## src/rtl/smw_pkg.sv

```systemverilog
package smw_pkg;
   localparam int NUM_STB = 2;
   localparam int STB_CS  = 0;
   localparam int STB_WE  = 1;

   typedef enum logic {
      WM_CS_CTRL = 1'b0,
      WM_WE_CTRL = 1'b1
   } wmode_e;
endpackage

```

## src/rtl/smw_strobe_norm.sv

```systemverilog
module smw_strobe_norm #(
   parameter int CNT_W = 6,
   localparam int LEN_W = CNT_W + 1
) (
   input  logic [CNT_W-1:0] setup_i,
   input  logic [CNT_W-1:0] pulse_i,
   output logic [LEN_W-1:0] setup_o,
   output logic [LEN_W-1:0] span_o,
   output logic             zero_pulse_o
);
   logic [LEN_W-1:0] pulse_eff;

   always_comb begin
      zero_pulse_o = (pulse_i == '0);
      pulse_eff    = zero_pulse_o ? LEN_W'(1) : LEN_W'(pulse_i);
      setup_o      = LEN_W'(setup_i);
      span_o       = setup_o + pulse_eff;
   end
endmodule

```

## src/rtl/smw_strobe_win.sv

```systemverilog
module smw_strobe_win #(
   parameter int LEN_W = 7
) (
   input  logic             active_i,
   input  logic [LEN_W-1:0] cnt_i,
   input  logic [LEN_W-1:0] start_i,
   input  logic [LEN_W-1:0] stop_i,
   output logic             on_o
);
   always_comb begin
      on_o = active_i && (cnt_i >= start_i) && (cnt_i < stop_i);
   end
endmodule

```

## src/rtl/smw_cycle_ctr.sv

```systemverilog
module smw_cycle_ctr #(
   parameter int LEN_W = 7
) (
   input  logic             clk,
   input  logic             rst_n,
   input  logic [LEN_W-1:0] len_i,
   input  logic             req_valid_i,
   output logic             req_ready_o,
   output logic             accept_o,
   output logic             active_o,
   output logic [LEN_W-1:0] cnt_o
);
   logic last;

   always_comb begin
      last        = active_o && (cnt_o == len_i - LEN_W'(1));
      req_ready_o = !active_o || last;
      accept_o    = req_valid_i && req_ready_o;
   end

   always_ff @(posedge clk or negedge rst_n) begin
      if (!rst_n) begin
         active_o <= 1'b0;
         cnt_o    <= '0;
      end else if (accept_o) begin
         active_o <= 1'b1;
         cnt_o    <= '0;
      end else if (last) begin
         active_o <= 1'b0;
         cnt_o    <= '0;
      end else if (active_o) begin
         cnt_o    <= cnt_o + LEN_W'(1);
      end
   end

   assert_start_after_accept_R3: assert property (@(posedge clk) disable iff (!rst_n)
      accept_o |=> (active_o && cnt_o == '0));

   assert_count_in_cycle_R2: assert property (@(posedge clk) disable iff (!rst_n)
      active_o |-> (cnt_o < len_i));

   assert_no_take_midcycle_R3: assert property (@(posedge clk) disable iff (!rst_n)
      (active_o && !last) |=> (cnt_o == $past(cnt_o) + LEN_W'(1)));
endmodule

```

## src/rtl/smw_write_strobe_gen.sv

```systemverilog
module smw_write_strobe_gen #(
   parameter int ADDR_W = 24,
   parameter int DATA_W = 8,
   parameter int CNT_W  = 6,
   localparam int LEN_W = CNT_W + 1
) (
   input  logic              clk,
   input  logic              rst_n,
   input  logic              cfg_wr_mode,
   input  logic [CNT_W-1:0]  cfg_cs_setup,
   input  logic [CNT_W-1:0]  cfg_cs_pulse,
   input  logic [CNT_W-1:0]  cfg_we_setup,
   input  logic [CNT_W-1:0]  cfg_we_pulse,
   input  logic [CNT_W-1:0]  cfg_cycle,
   input  logic              req_valid,
   output logic              req_ready,
   input  logic [ADDR_W-1:0] req_addr,
   input  logic [DATA_W-1:0] req_data,
   output logic              mem_cs_n,
   output logic              mem_we_n,
   output logic [ADDR_W-1:0] mem_addr,
   output logic [DATA_W-1:0] mem_dout,
   output logic              mem_doe,
   output logic              busy,
   output logic              cfg_pulse_err,
   output logic              cfg_len_err
);
   import smw_pkg::*;

   if (ADDR_W < 1) begin : g_chk_addr
      $error("smw_write_strobe_gen: ADDR_W must be at least 1");
   end
   if (DATA_W < 1) begin : g_chk_data
      $error("smw_write_strobe_gen: DATA_W must be at least 1");
   end
   if (CNT_W < 2) begin : g_chk_cnt
      $error("smw_write_strobe_gen: CNT_W must be at least 2");
   end

   logic [CNT_W-1:0] setup_raw [NUM_STB];
   logic [CNT_W-1:0] pulse_raw [NUM_STB];
   logic [LEN_W-1:0] setup_n   [NUM_STB];
   logic [LEN_W-1:0] span_n    [NUM_STB];
   logic             zero_p    [NUM_STB];
   logic             stb_on    [NUM_STB];
   logic             over_len  [NUM_STB];

   logic             accept;
   logic             active;
   logic [LEN_W-1:0] cnt;
   logic [LEN_W-1:0] cyc_len;
   logic [LEN_W-1:0] doe_start;
   wmode_e           wmode;

   logic [ADDR_W-1:0] addr_q;
   logic [DATA_W-1:0] data_q;

   always_comb begin
      setup_raw[STB_CS] = cfg_cs_setup;
      pulse_raw[STB_CS] = cfg_cs_pulse;
      setup_raw[STB_WE] = cfg_we_setup;
      pulse_raw[STB_WE] = cfg_we_pulse;
   end

   for (genvar i = 0; i < NUM_STB; i++) begin : g_stb
      smw_strobe_norm #(.CNT_W(CNT_W)) u_norm (
         .setup_i      (setup_raw[i]),
         .pulse_i      (pulse_raw[i]),
         .setup_o      (setup_n[i]),
         .span_o       (span_n[i]),
         .zero_pulse_o (zero_p[i])
      );
      smw_strobe_win #(.LEN_W(LEN_W)) u_win (
         .active_i (active),
         .cnt_i    (cnt),
         .start_i  (setup_n[i]),
         .stop_i   (span_n[i]),
         .on_o     (stb_on[i])
      );
      assign over_len[i] = span_n[i] > LEN_W'(cfg_cycle);
   end

   always_comb begin
      cyc_len = LEN_W'(cfg_cycle);
      for (int i = 0; i < NUM_STB; i++) begin
         if (span_n[i] > cyc_len) cyc_len = span_n[i];
      end
      cfg_pulse_err = 1'b0;
      cfg_len_err   = 1'b0;
      for (int i = 0; i < NUM_STB; i++) begin
         cfg_pulse_err = cfg_pulse_err | zero_p[i];
         cfg_len_err   = cfg_len_err   | over_len[i];
      end
   end

   smw_cycle_ctr #(.LEN_W(LEN_W)) u_ctr (
      .clk         (clk),
      .rst_n       (rst_n),
      .len_i       (cyc_len),
      .req_valid_i (req_valid),
      .req_ready_o (req_ready),
      .accept_o    (accept),
      .active_o    (active),
      .cnt_o       (cnt)
   );

   always_ff @(posedge clk or negedge rst_n) begin
      if (!rst_n) begin
         addr_q <= '0;
         data_q <= '0;
      end else if (accept) begin
         addr_q <= req_addr;
         data_q <= req_data;
      end
   end

   always_comb begin
      wmode     = wmode_e'(cfg_wr_mode);
      doe_start = (wmode == WM_WE_CTRL) ? setup_n[STB_WE] : setup_n[STB_CS];
      mem_doe   = active && (cnt >= doe_start);
      mem_cs_n  = !stb_on[STB_CS];
      mem_we_n  = !stb_on[STB_WE];
      mem_addr  = addr_q;
      mem_dout  = data_q;
      busy      = active;
   end

   assert_idle_quiet_R10: assert property (@(posedge clk) disable iff (!rst_n)
      !busy |-> (mem_cs_n && mem_we_n && !mem_doe && req_ready));

   assert_bus_stable_R7: assert property (@(posedge clk) disable iff (!rst_n)
      (busy && !$past(accept)) |-> ($stable(mem_addr) && $stable(mem_dout)));

   assert_doe_with_we_R5: assert property (@(posedge clk) disable iff (!rst_n)
      (busy && cfg_wr_mode && !mem_we_n) |-> mem_doe);

   assert_doe_with_cs_R6: assert property (@(posedge clk) disable iff (!rst_n)
      (busy && !cfg_wr_mode && !mem_cs_n) |-> mem_doe);

   assert_doe_to_end_R5: assert property (@(posedge clk) disable iff (!rst_n)
      (mem_doe && !req_ready) |=> mem_doe);
endmodule

```

## config.mk

```make
export PLATFORM = sky130hd
export DESIGN_NAME = smw_write_strobe_gen
export DESIGN_NICKNAME = d
export VERILOG_FILES = /design/src/rtl/smw_pkg.sv /design/src/rtl/smw_strobe_norm.sv /design/src/rtl/smw_strobe_win.sv /design/src/rtl/smw_cycle_ctr.sv /design/src/rtl/smw_write_strobe_gen.sv
export SDC_FILE = /design/constraint.sdc
export NUM_CORES = 1
export LEC_CHECK = 0
export ABC_AREA = 0
export CORE_AREA = 2 2 90 92
export CTS_CLUSTER_SIZE = 8
export DETAILED_ROUTE_END_ITERATION = 10
export DIE_AREA = 0 0 92 94
export DONT_BUFFER_PORTS = 1
export PLACE_DENSITY = 0.65
export SLEW_MARGIN = 25
export SYNTH_ARGS = -nofsm -noshare
export SYNTH_HDL_FRONTEND = slang
export SYNTH_SLANG_ARGS = --single-unit
export TNS_END_PERCENT = 10
```

## constraint.sdc

```tcl
create_clock -name clk -period 13.6 [get_ports clk]
set_clock_uncertainty 0.1 [all_clocks]
set_input_delay 1.36 -clock clk [delete_from_list [all_inputs] [get_ports clk]]
set_output_delay 1.36 -clock clk [all_outputs]
set_load 0.02 [all_outputs]
```

; Word-level counts from Yosys, hierarchy flattened
; Index checks and enable logic that the tools add are counted.
[word_totals]
out_inout_bits = 39
word_cells = 44
in_bits = 66
regBits = 40
[op_classes]
bitwise_logic = 2
order_cmp = 8
n_reduce_logical = 15
n_mux = 10
n_eq_ne = 1
addsub = 4
[op_table]
columns = op, n
row1 = 2-to-1 mux 7 bit, 5
row2 = >= comparator 7 x 6 -> 1 bit, 3
row3 = 2-to-1 mux 6 bit, 3
row4 = adder 6 x 7 -> 7 bit, 2
row5 = > comparator 7 x 6 -> 1 bit, 2
row6 = < comparator 7 bit, 2
row7 = zero test 6 bit, 2
row8 = adder 7 x 1 -> 7 bit (second input constant), 1
row9 = == test 7 bit, 1
row10 = > comparator 7 bit, 1
row11 = logical AND 1 bit, 7
row12 = subtractor 7 x 1 -> 7 bit (second input constant), 1
row13 = zero test 1 bit, 3
row14 = nonzero test 3 bit, 1
row15 = 2-to-1 mux 1 bit, 2
row16 = OR 1 bit, 2
row17 = nonzero test 2 bit, 1
row18 = logical OR 1 bit, 1

; Longest topological paths before layout
; Gate-level depths: netlist (run 1).
[depth]
depth_word = 13
mapped_depth = 31
mapped_depth_nobuf = 29

; By module
; From an unflattened synthesis (run 1), not the netlist that was laid out.
[unflattened]
cells_unflattened = 422
hier_area_um2 = 4012.6
[by_module_without_submodules]
columns = mod, seq_area_each_um2, cells_per_inst, n_inst, area_each_um2
row1 = smw_write_strobe_gen, 800.8, 179, 1, 2099.5
row2 = smw_strobe_norm, 0.0, 42, 2, 322.8
row3 = smw_strobe_win, 0.0, 45, 2, 322.8
row4 = smw_cycle_ctr, 200.2, 69, 1, 621.8

; Worst setup path before layout (run 1)
; Ideal clock, no wire load.
[synth_path]
kind = input to output
from = input port cfg_cs_pulse[2]
to = output port req_ready
t_required_ps = 12140
t_arrival_ps = 6852
setup_slack_ps = 5288
cell_stages = 29
path_buffers = 1
path_cell_list = nor4_1 > nand2_1 > nand2b_1 > ha_1 > fa_1 > a211oi_2 > nor2_1 > xnor2_1 > inv_1 > ha_1 > a21o_1 > a21o_1 > o21a_1 > nor3_1 > nor2_1 > ha_1 > a21oi_1 > o21ai_1 > o22ai_1 > buf_2 > nor2_1 > a31oi_1 > inv_1 > ha_1 > o221a_2 > and2_1 > o21ai_0 > a211oi_2 > o31ai_1
[synth_between]
elab_chain_len = 11
[synth_lines]
columns = item, line_no
row1 = "start, declared", smw_write_strobe_gen.sv:11  ; input logic [CNT_W-1:0] cfg_cs_pulse,
row2 = zero test 6 bit, smw_strobe_norm.sv:14  ; zero_pulse_o = (pulse_i == '0);
row3 = 2-to-1 mux 6 bit (*), smw_strobe_norm.sv:15  ; pulse_eff = zero_pulse_o ? LEN_W'(1) : LEN_W'(pulse_i);
row4 = adder 6 x 7 -> 7 bit (*), smw_strobe_norm.sv:17  ; span_o = setup_o + pulse_eff;
row5 = > comparator 7 x 6 -> 1 bit, smw_write_strobe_gen.sv:86  ; if (span_n[i] > cyc_len) cyc_len = span_n[i];
row6 = 2-to-1 mux 7 bit (*), smw_write_strobe_gen.sv:86
row7 = > comparator 7 bit, smw_write_strobe_gen.sv:86
row8 = 2-to-1 mux 7 bit (*), smw_write_strobe_gen.sv:86
row9 = subtractor 7 x 1 -> 7 bit (*), smw_cycle_ctr.sv:16  ; last = active_o && (cnt_o == len_i - LEN_W'(1));
row10 = == test 7 bit (*), smw_cycle_ctr.sv:16
row11 = logical AND 1 bit (*), smw_cycle_ctr.sv:16
row12 = logical OR 1 bit (*), smw_cycle_ctr.sv:17  ; req_ready_o = !active_o || last;
row13 = "end, declared", smw_write_strobe_gen.sv:16  ; output logic req_ready,
; Mark *: on every way between the ends. The rest lies on a longest branch, timed or not.

; Worst setup path in the final report (run 1)
; Same ends and word-level chain as after synthesis.

==> run_results.csv, run 1 <==
group,metric,value,unit
sta,min_period_over_period,68.5,%
grt,grt_max_degree,41,
worst_setup_path,cp-start-kind,"input pin",
clock_network,clock-sinks,40,
route,ant_nets,0,
synthesis,synth_nets,526,
floorplan,coreArea,7610,um^2
clock_network,cts_inserted_buffers,5,
clock_network,postCtsSetupRepairBufs,0,
worst_setup_path,r2r_end,"u_ctr.cnt_o[1]",
synthesis,ys_async_sr_fraction,100,%
sta,tns,0,ns
synthesis,synth_area,3760,um^2
synthesis,synth.avg_cell_area,9.53,um^2
worst_setup_path,cp_common_cell,"ha_1",
power_and_ir_drop,p_sw_share,47.3,%
route,vias,2832,
sta,final_hold_viol_count,0,
synthesis,yosysTopAreaCellShare,26.6,%
place,io_buffers,0,
clock_network,clockBufferDepth,2,
synthesis,netlist_instances,395,
clock_network,clk_pin_slew_worst_paths,0.07,ns
worst_hold_path,min_path_cells,1,
power_and_ir_drop,p_per_area,194,nW/um^2
grt,antenna_found_initial,0,
sta,relSlewSlack,28.1,%
grt,grt_pass1_wl,13800,um
cells_and_area,nets,522,
worst_setup_path,path_class,"in -> out",
status,outcome,"complete, no violations",
power_and_ir_drop,ir_worst_vdd,0.117,mV
floorplan,placementRows,32,
sta,tightest_slew,1.07,ns
route,wl,8470,um
synthesis,ys_warn_count,0,
worst_setup_path,crit_buf_inv,2,
floorplan,die_y,94,um
worst_setup_path,end_kind,"primary output",
power_and_ir_drop,p_int,0.403,mW
power_and_ir_drop,power_frac_seq,39.4,%
sta,layout_min_cycle_time,9.31,ns
worst_setup_path,regToRegSetupSlack,10.71,ns
worst_hold_path,hold_class,"reg -> reg",
route,firstDrtPassIters,4,
worst_setup_path,cp-endpoint,"req_ready",
sta,setup_violations,0,
clock_network,cts_hold_buf,0,
sta,rsz0062_at_grt,"no",
sta,hold_ws,0.525,ns
worst_setup_path,reg2regPathDepth,6,
route,drtIter0Drc,105,
floorplan,io_pins,105,
route,post_drt_wl_per_cell,17.1,um
cells_and_area,drive_above_1_share,5.61,%
grt,grt_pass1_vias,2824,
worst_setup_path,r2r-start,"u_ctr.cnt_o[6]",
cells_and_area,final_area,3940,um^2
synthesis,yosys-top-cells-area,"dfrtp_1 27%, ha_1 21%, mux2_1 9.6%",
cells_and_area,diodes,0,
clock_network,post_cts_resized,0,
floorplan,dieArea,8650,um^2
sta,fmax,107,MHz
floorplan,die_w,92,um
synthesis,synth_most_common_cell,"ha_1",
synthesis,yosys_most_used_dff,"dfrtp_1",
sta,final_max_slew_viol_count,0,
floorplan,start_util,49.5,%
clock_network,clk-insertion-delay-late,0.28,ns
worst_setup_path,max_stage_delay,0.91,ns
worst_setup_path,cp_max_fo,13,
cells_and_area,syn_to_final_growth,4.62,%
worst_setup_path,required,12.14,ns
synthesis,synth_common_cells,"63 x ha_1, 40 x dfrtp_1, 35 x inv_1",
synthesis,ys_seq_area_share,26.6,%
worst_setup_path,cp_top_family,"compound AO/OA/AOI/OAI gates",
power_and_ir_drop,switchingPower,0.362,mW
grt,grt_usage,19.7,%
power_and_ir_drop,p_leak,1.96,nW
worst_setup_path,worstSetupPathDepth,27,
synthesis,synth_edf_count,0,
grt,grt-ovfl-total,0,
place,place_ws,4.39,ns
worst_setup_path,cp_data_arrival_time,7.85,ns
power_and_ir_drop,clockPowerShare,12.2,%
route,vias_per_cell,5.73,
place,dp_cells,486,
cells_and_area,fin_cells,494,
place,place_congestion,0.825,
synthesis,synth_area_leader_cell,"dfrtp_1",
worst_setup_path,crit_start,"cfg_cs_pulse[2]",
synthesis,synth.distinct_cells,54,
place,post_dp_cell_area,3830,um^2
clock_network,ctsRootBufferMaster,"clkbuf_8",
clock_network,htree_num_levels,2,
place,dpl.hpwl,6790,um
power_and_ir_drop,combPwrFrac,48.4,%
worst_setup_path,slowest_stage,"o31ai_1",
run,cap_viol_max_count,0,
synthesis,ys_seq_elements,40,
clock_network,cts_tree,"done",
route,drc,0,
sta,worst_slack,4.29,ns
worst min path at each step:
stage	startpoint	endpoint	slack, ns
2_1_floorplan	u_ctr.cnt_o[0]	u_ctr.cnt_o[0]	0.43
3_3_place_gp	u_ctr.cnt_o[0]	u_ctr.cnt_o[0]	0.52
3_5_place_dp	u_ctr.cnt_o[0]	u_ctr.cnt_o[0]	0.50
4_1_cts	u_ctr.cnt_o[0]	u_ctr.cnt_o[0]	0.53
5_1_grt	mem_addr[19]	mem_addr[19]	0.56
6_report	u_ctr.cnt_o[0]	u_ctr.cnt_o[0]	0.52
power by group through the flow:
stage / clock, mW / combinational [mW] / sequential (mW)
after floorplan: 0 / 0.315 / 0.277
after global placement: 0 / 0.358 / 0.304
after detailed placement: 0 / 0.371 / 0.306
after CTS: 0.0953 / 0.373 / 0.304
after global routing: 0.100 / 0.424 / 0.310
final: 0.0932 / 0.371 / 0.301
kinds of logic after synthesis:
family	after synthesis	share of synthesized area [%]
AO/OA/AOI/OAI	92	16.9
XOR/XNOR	20	4.65
adder cells (fa/ha/maj)	65	22.0
buffers and inverters	49	5.52
flip-flops	40	26.6
multiplexers	41	12.1
AND/OR/NAND/NOR	88	12.2
stage by stage:
step	utilization (%)	total power [mW]
6_report	51.8	0.765
5_1_grt	51.8	0.834
3_3_place_gp	50.4	0.662
4_1_cts	51.8	0.773
3_5_place_dp	50.4	0.677
2_1_floorplan	-	0.592
per-layer routing:
| metal | track usage, % | vias to the layer above | wire length, um | part of all wire (%) |
|---|---|---|---|---|
| met2 | 33.8 | 59 | 4160 | 49 |
| met1 | 27.5 | 1373 | 3890 | 46 |
| met4 | 1.49 | 0 | 17 | 0.20 |
| li1 | - | 1398 | - | - |
| met5 | 0 | - | 0 | 0 |
| met3 | 3.21 | 2 | 403 | 4.8 |
cell usage in the layout (no fill, tap or decap), types with 2 or more instances in the layout:
cell type	instances
dfrtp_1	40
a21boi_0	3
mux2_1	32
o22ai_1	2
fa_1	2
a21oi_1	24
o31ai_2	2
a31oi_1	3
o31ai_1	2
and2_1	4
o21ai_1	3
nor3_1	2
nand3_1	11
o21ai_0	16
mux2i_1	7
a211oi_1	6
xnor2_1	11
nand2b_1	10
nand4b_1	2
o21bai_1	2
nor2_1	21
nor4_1	2
nand2_1	17
nand3b_1	2
a211oi_2	2
inv_2	2
nand4_1	3
xor2_1	9
inv_1	35
a21o_1	15
ha_1	63
nor2b_1	7
o21a_1	3
clkbuf_8	5
sequential cells by signal (all words and copies together), names as in the netlist:
signal          cells
u_ctr.cnt_o         7
mem_dout            8
u_ctr.active_o      1
mem_addr           24
cell type report:
| cell class | instances | area (um^2) |
|---|---|---|
| Inverter | 37 | 139 |
| Clock buffer | 6 | 72.6 |
| Multi-Input combinational cell | 306 | 2560 |
| Fill cell | 713 | 3670 |
| Clock inverter | 2 | 35.0 |
| Sequential cell | 40 | 1000 |
| Timing Repair Buffer | 1 | 7.51 |
| Tap cell | 102 | 128 |
Power figures use the tool's default switching activity.
==> inputs of run 2 (changes only) <==
--- a/config.mk
+++ b/config.mk
@@ -5,13 +5,13 @@
 export SDC_FILE = /design/constraint.sdc
 export NUM_CORES = 1
 export LEC_CHECK = 0
-export ABC_AREA = 0
-export CORE_AREA = 2 2 90 92
+export ABC_AREA = 1
+export CORE_AREA = 2 2 92 94
 export CTS_CLUSTER_SIZE = 8
 export DETAILED_ROUTE_END_ITERATION = 10
-export DIE_AREA = 0 0 92 94
+export DIE_AREA = 0 0 94 96
 export DONT_BUFFER_PORTS = 1
-export PLACE_DENSITY = 0.65
+export PLACE_DENSITY = 0.67
 export SLEW_MARGIN = 25
 export SYNTH_ARGS = -nofsm -noshare
 export SYNTH_HDL_FRONTEND = slang
==> constraint.sdc (replaced) <==
create_clock -name clk -period 8.26 [get_ports clk]
set_clock_uncertainty 0.1 [all_clocks]
set_input_delay 0.826 -clock clk [delete_from_list [all_inputs] [get_ports clk]]
set_output_delay 0.826 -clock clk [all_outputs]
set_load 0.02 [all_outputs]
==> run_results.csv, run 2 <==
group,metric,value,unit
status,outcome,"complete, no violations",
sta,layout_min_cycle_time,6.85,ns
run,cap_viol_max_count,0,
cells_and_area,largest_reg_flops,24,
sta,final_max_slew_viol_count,0,
synthesis,synth_most_common_cell,"nand2_1",
grt,antenna_found_initial,0,
clock_network,clockBufferDepth,2,
worst_setup_path,slowest_stage,"o21bai_4",
worst_setup_path,max_stage_delay,0.57,ns
synthesis,ys_seq_area_share,25.6,%
cells_and_area,final_common_cell,"nand2_1",
synthesis,ys_seq_elements,40,
clock_network,post_cts_resized,0,
floorplan,die_w,94,um
synthesis,ys_warn_count,0,
worst_setup_path,cp_data_arrival_time,5.93,ns
cells_and_area,fin_util,50.2,%
place,place_congestion,0.908,
synthesis,yosys-top-cells-area,"dfrtp_1 26%, ha_1 20%, nand2_1 16%",
synthesis,yosys_most_used_dff,"dfrtp_1",
route,vias,3520,
clock_network,postCtsSetupRepairBufs,0,
place,dpl.hpwl,7930,um
synthesis,synth_area_leader_cell,"dfrtp_1",
cells_and_area,n_fill_cell,821,
sta,relSlewSlack,56.7,%
route,wl,9780,um
route,drc,0,
sta,setup_violations,0,
synthesis,ys_async_sr_fraction,100,%
route,vias_per_cell,5.48,
synthesis,netlist_instances,547,
worst_setup_path,required,7.33,ns
cells_and_area,drive_above_1_share,4.28,%
floorplan,coreArea,8050,um^2
sta,min_period_over_period,83.0,%
worst_setup_path,cp_common_cell,"nand2_1",
worst_setup_path,cp_top_family,"simple AND/OR/NAND/NOR gates",
clock_network,clk-insertion-delay-late,0.28,ns
clock_network,clock-sinks,40,
floorplan,die_y,96,um
synthesis,synth.avg_cell_area,7.15,um^2
sta,tns,0,ns
sta,fmax,146,MHz
worst_setup_path,cp_max_fo,21,
floorplan,io_pins,105,
power_and_ir_drop,p_leak,2.28,nW
worst_setup_path,cp-start-kind,"input pin",
synthesis,synth_common_cells,"169 x nand2_1, 73 x nand3_1, 63 x ha_1",
floorplan,start_util,48.6,%
route,post_drt_wl_per_cell,15.2,um
synthesis,synth_nets,678,
clock_network,cts_inserted_buffers,5,
clock_network,ctsRootBufferMaster,"clkbuf_8",
floorplan,placementRows,33,
worst_setup_path,crit_buf_inv,1,
cells_and_area,syn_to_final_growth,3.29,%
sta,rsz0062_at_grt,"no",
grt,grt-ovfl-total,0,
clock_network,clk_pin_slew_worst_paths,0.08,ns
clock_network,cts_hold_buf,0,
synthesis,yosysTopAreaCellShare,25.6,%
route,drtIter0Drc,187,
worst_setup_path,path_class,"in -> out",
sta,tightest_slew,0.647,ns
clock_network,htree_num_levels,2,
route,firstDrtPassIters,4,
route,ant_nets,0,
synthesis,synth_area,3910,um^2
cells_and_area,final_cell_mix,"169 x nand2_1, 73 x nand3_1, 63 x ha_1, 61 x inv_1, 40 x dfrtp_1",
place,io_buffers,0,
grt,grt_max_degree,41,
cells_and_area,diodes,0,
grt,grt_pass1_vias,3410,
worst_hold_path,hold_class,"in -> async",
synthesis,synth.distinct_cells,38,
grt,grt_pass1_wl,15800,um
sta,hold_ws,0.120,ns
synthesis,synth_edf_count,0,
cells_and_area,nets,667,
floorplan,dieArea,9020,um^2
power_and_ir_drop,p_per_area,314,nW/um^2
sta,final_hold_viol_count,0,
clock_network,cts_tree,"done",
worst_setup_path,end_kind,"primary output",
power_and_ir_drop,ir_worst_vdd,0.170,mV
grt,grt_usage,21.8,%
run 2: metal layers:
metal / GRT usage [%] / wire length [um]
met5: 0 / 0
met4: 4.47 / 155
met3: 5.09 / 729
met2: 37.3 / 4780
met1: 28.2 / 4110
run 2: cell families (layout without fill, tap and decap cells):
| kind of cell | count (synthesis) | after routing | share of synthesized area, % |
|---|---|---|---|
| XOR/XNOR | 10 | 10 | 2.24 |
| multiplexers | 1 | 1 | 0.288 |
| flip-flops | 40 | 40 | 25.6 |
| buffers and inverters | 82 | 72 | 9.05 |
| AND/OR/NAND/NOR | 285 | 285 | 31.5 |
| adder cells (fa/ha/maj) | 65 | 65 | 21.2 |
| AO/OA/AOI/OAI | 64 | 64 | 10.1 |
run 2: power by group:
| group | switching (mW) | internal [mW] |
|---|---|---|
| sequential | 0.190 | 0.284 |
| clock | 0.0677 | 0.0897 |
| combinational | 0.398 | 0.240 |
| total | 0.655 | 0.614 |
run 2: final cells by class:
type | count | area (um^2) | area share, %
timing repair buffer | 1 | 7.51 | 0.186
clock buffer | 6 | 72.6 | 1.80
tap | 105 | 131 | 3.25
multi-input combinational | 425 | 2560 | 63.3
sequential | 40 | 1000 | 24.8
inverter | 63 | 236 | 5.85
clock inverter | 2 | 35.0 | 0.867
run 2: path summary, 6_finish.rpt:
| path | start | to | slack (ns) | depth (start not counted) |
|---|---|---|---|---|
| min reg2reg | mem_addr[23] | mem_addr[23] | 0.52 | 2 |
| min | rst_n | mem_addr[23] | 0.12 | 0 |
| max | cfg_cs_pulse[2] | req_ready | 1.41 | 33 |
| max in group asynchronous | rst_n | mem_addr[13] | 7.84 | 0 |
| min in group clk | mem_addr[23] | mem_addr[23] | 0.52 | 2 |
| max reg2reg | u_ctr.cnt_o[5] | mem_addr[13] | 5.69 | 11 |
run 2: stage by stage:
stage | setup slack (ns) | cells | cell area [um^2] | total power [mW]
after global routing | 0.824 | 642 | 4040 | 1.40
final | 1.41 | 642 | 4040 | 1.27
after floorplan | 2.13 | 547 | 3910 | 0.982
after global placement | 1.59 | 634 | 3930 | 1.09
after CTS | 1.44 | 642 | 4040 | 1.27
after detailed placement | 1.46 | 634 | 3930 | 1.12
==> inputs of run 3 (changes only) <==
--- a/config.mk
+++ b/config.mk
@@ -11,7 +11,7 @@
 export DETAILED_ROUTE_END_ITERATION = 10
 export DIE_AREA = 0 0 94 96
 export DONT_BUFFER_PORTS = 1
-export PLACE_DENSITY = 0.67
+export PLACE_DENSITY = 0.65
 export SLEW_MARGIN = 25
 export SYNTH_ARGS = -nofsm -noshare
 export SYNTH_HDL_FRONTEND = slang
==> constraint.sdc (replaced) <==
create_clock -name clk -period 7.15 [get_ports clk]
set_clock_uncertainty 0.1 [all_clocks]
set_input_delay 0.715 -clock clk [delete_from_list [all_inputs] [get_ports clk]]
set_output_delay 0.715 -clock clk [all_outputs]
set_load 0.02 [all_outputs]
==> run_results.csv, run 3 (synthesis gave the netlist of run 2 again) <==
group,metric,value,unit
sta,rsz0062_at_grt,"no",
cells_and_area,syn_to_final_growth,3.29,%
sta,layout_min_cycle_time,6.51,ns
worst_setup_path,path_class,"in -> out",
cells_and_area,largest_reg_flops,24,
grt,grt-ovfl-total,0,
worst_setup_path,slowest_stage,"fa_1",
clock_network,clk-insertion-delay-late,0.28,ns
power_and_ir_drop,p_leak,2.28,nW
worst_setup_path,regToRegSetupSlack,4.87,ns
cells_and_area,fin_util,50.2,%
sta,final_hold_viol_count,0,
cells_and_area,diodes,0,
cells_and_area,nets,669,
status,outcome,"complete, no violations",
cells_and_area,final_cell_mix,"169 x nand2_1, 73 x nand3_1, 63 x ha_1, 61 x inv_1, 40 x dfrtp_1",
worst_setup_path,cp_common_cell,"nand2_1",
grt,antenna_found_initial,0,
route,drc,0,
place,dpl.hpwl,7640,um
clock_network,cts_tree,"done",
power_and_ir_drop,p_per_area,351,nW/um^2
clock_network,htree_num_levels,2,
route,drtIter0Drc,184,
clock_network,clk_pin_slew_worst_paths,0.07,ns
worst_setup_path,cp-endpoint,"req_ready",
sta,setup_violations,0,
route,post_drt_wl_per_cell,14.7,um
clock_network,cts_inserted_buffers,5,
power_and_ir_drop,ir_worst_vdd,0.164,mV
worst_setup_path,reg2regPathDepth,11,
grt,grt_pass1_vias,3171,
route,vias,3485,
floorplan,placementRows,33,
grt,grt_pass1_wl,15100,um
grt,grt_usage,20.9,%
worst_setup_path,cp_data_arrival_time,5.70,ns
clock_network,post_cts_resized,0,
run,cap_viol_max_count,0,
place,place_congestion,0.914,
worst_setup_path,cp_max_fo,10,
clock_network,clockBufferDepth,2,
clock_network,clock-sinks,40,
worst_setup_path,r2r_end,"mem_addr[18]",
floorplan,coreArea,8050,um^2
floorplan,die_w,94,um
route,ant_nets,0,
sta,relSlewSlack,60.2,%
cells_and_area,final_common_cell,"nand2_1",
sta,tns,0,ns
sta,tightest_slew,0.594,ns
place,io_buffers,0,
route,vias_per_cell,5.42,
grt,grt_max_degree,41,
sta,fmax,154,MHz
cells_and_area,drive_above_1_share,4.28,%
sta,final_max_slew_viol_count,0,
floorplan,dieArea,9020,um^2
floorplan,io_pins,105,
route,firstDrtPassIters,5,
worst_setup_path,max_stage_delay,0.42,ns
worst_setup_path,required,6.34,ns
worst_setup_path,end_kind,"primary output",
route,wl,9430,um
clock_network,ctsRootBufferMaster,"clkbuf_8",
floorplan,die_y,96,um
cells_and_area,n_fill_cell,811,
worst_hold_path,hold_class,"in -> async",
sta,min_period_over_period,91.1,%
worst_setup_path,cp-start-kind,"input pin",
worst_setup_path,r2r-start,"u_ctr.cnt_o[5]",
floorplan,start_util,48.6,%
worst_setup_path,crit_start,"cfg_cs_pulse[2]",
==> run 3: changes by cell type in the layout (fill, tap and decap cells not counted), sizes merged <==
cell / previous run / this run
buf: 1 / 2
bufinv: 1 / 0
dlygate4sd3: 0 / 1
==> run 3: how the worst min path moves through the flow <==
stage / start / depth (start not counted) / end
3_5_place_dp: rst_n / 0 / mem_addr[21]
3_3_place_gp: rst_n / 0 / mem_addr[21]
2_1_floorplan: rst_n / 0 / mem_addr[0]
4_1_cts: rst_n / 0 / mem_addr[19]
5_1_grt: rst_n / 1 / mem_dout[2]
6_report: rst_n / 1 / mem_dout[5]
==> run 3: layout make-up <==
class / count / area [um^2] / area share [%]
well taps: 105 / 131 / 3.25
repair buffers: 3 / 37.5 / 0.929
clock buffers: 6 / 72.6 / 1.80
multi-input cells: 425 / 2560 / 63.3
inverters: 63 / 236 / 5.85
flip-flops and latches: 40 / 1000 / 24.8
clock inverters: 1 / 5.00 / 0.124
==> run 3: routing by layer <==
metal / global-route usage (%) / share of wire [%] / vias to the layer above
li1: - / - / 1789
met1: 28.4 / 45 / 1584
met2: 35.2 / 48 / 110
met3: 4.93 / 6.4 / 2
met4: 2.42 / 0.22 / 0
met5: 0 / 0 / -
==> run 3: per-stage QoR <==
stage          setup slack, ns  instances  hold slack [ns]  power (mW)  instance area [um^2]
2_1_floorplan             1.24        547            0.319        1.13                  3910
3_3_place_gp             0.907        634            0.320        1.26                  3930
6_report                 0.640        643            0.141        1.42                  4040
5_1_grt                 0.0187        643            0.141        1.58                  4040
4_1_cts                  0.688        641          0.00547        1.42                  4010
3_5_place_dp             0.693        634            0.320        1.28                  3930
==> run 3: worst max-delay path: cells and delay by family <==
family	cells	cell delay, ns
and+or+nand+nor	23	2.34
buffers and inverters	1	0.23
xor gates and xnor gates	2	0.28
AOI/OAI and AO/OA	2	0.64
adders and majority gates	5	1.47
==> run 3: where the power goes <==
part	internal, mW	switching, mW	leakage [nW]
clock network	0.0663	0.0708	0.0410
logic	0.277	0.460	1.73
registers	0.329	0.217	0.500
==> run 3: timing repair <==
| action | in CTS | in global routing |
|---|---|---|
| hold buffers | 0 | 2 |
| hold endpoints to repair | 0 | 33 |
| setup endpoints to repair | 0 | 0 |
| buffers inserted | 0 | 0 |
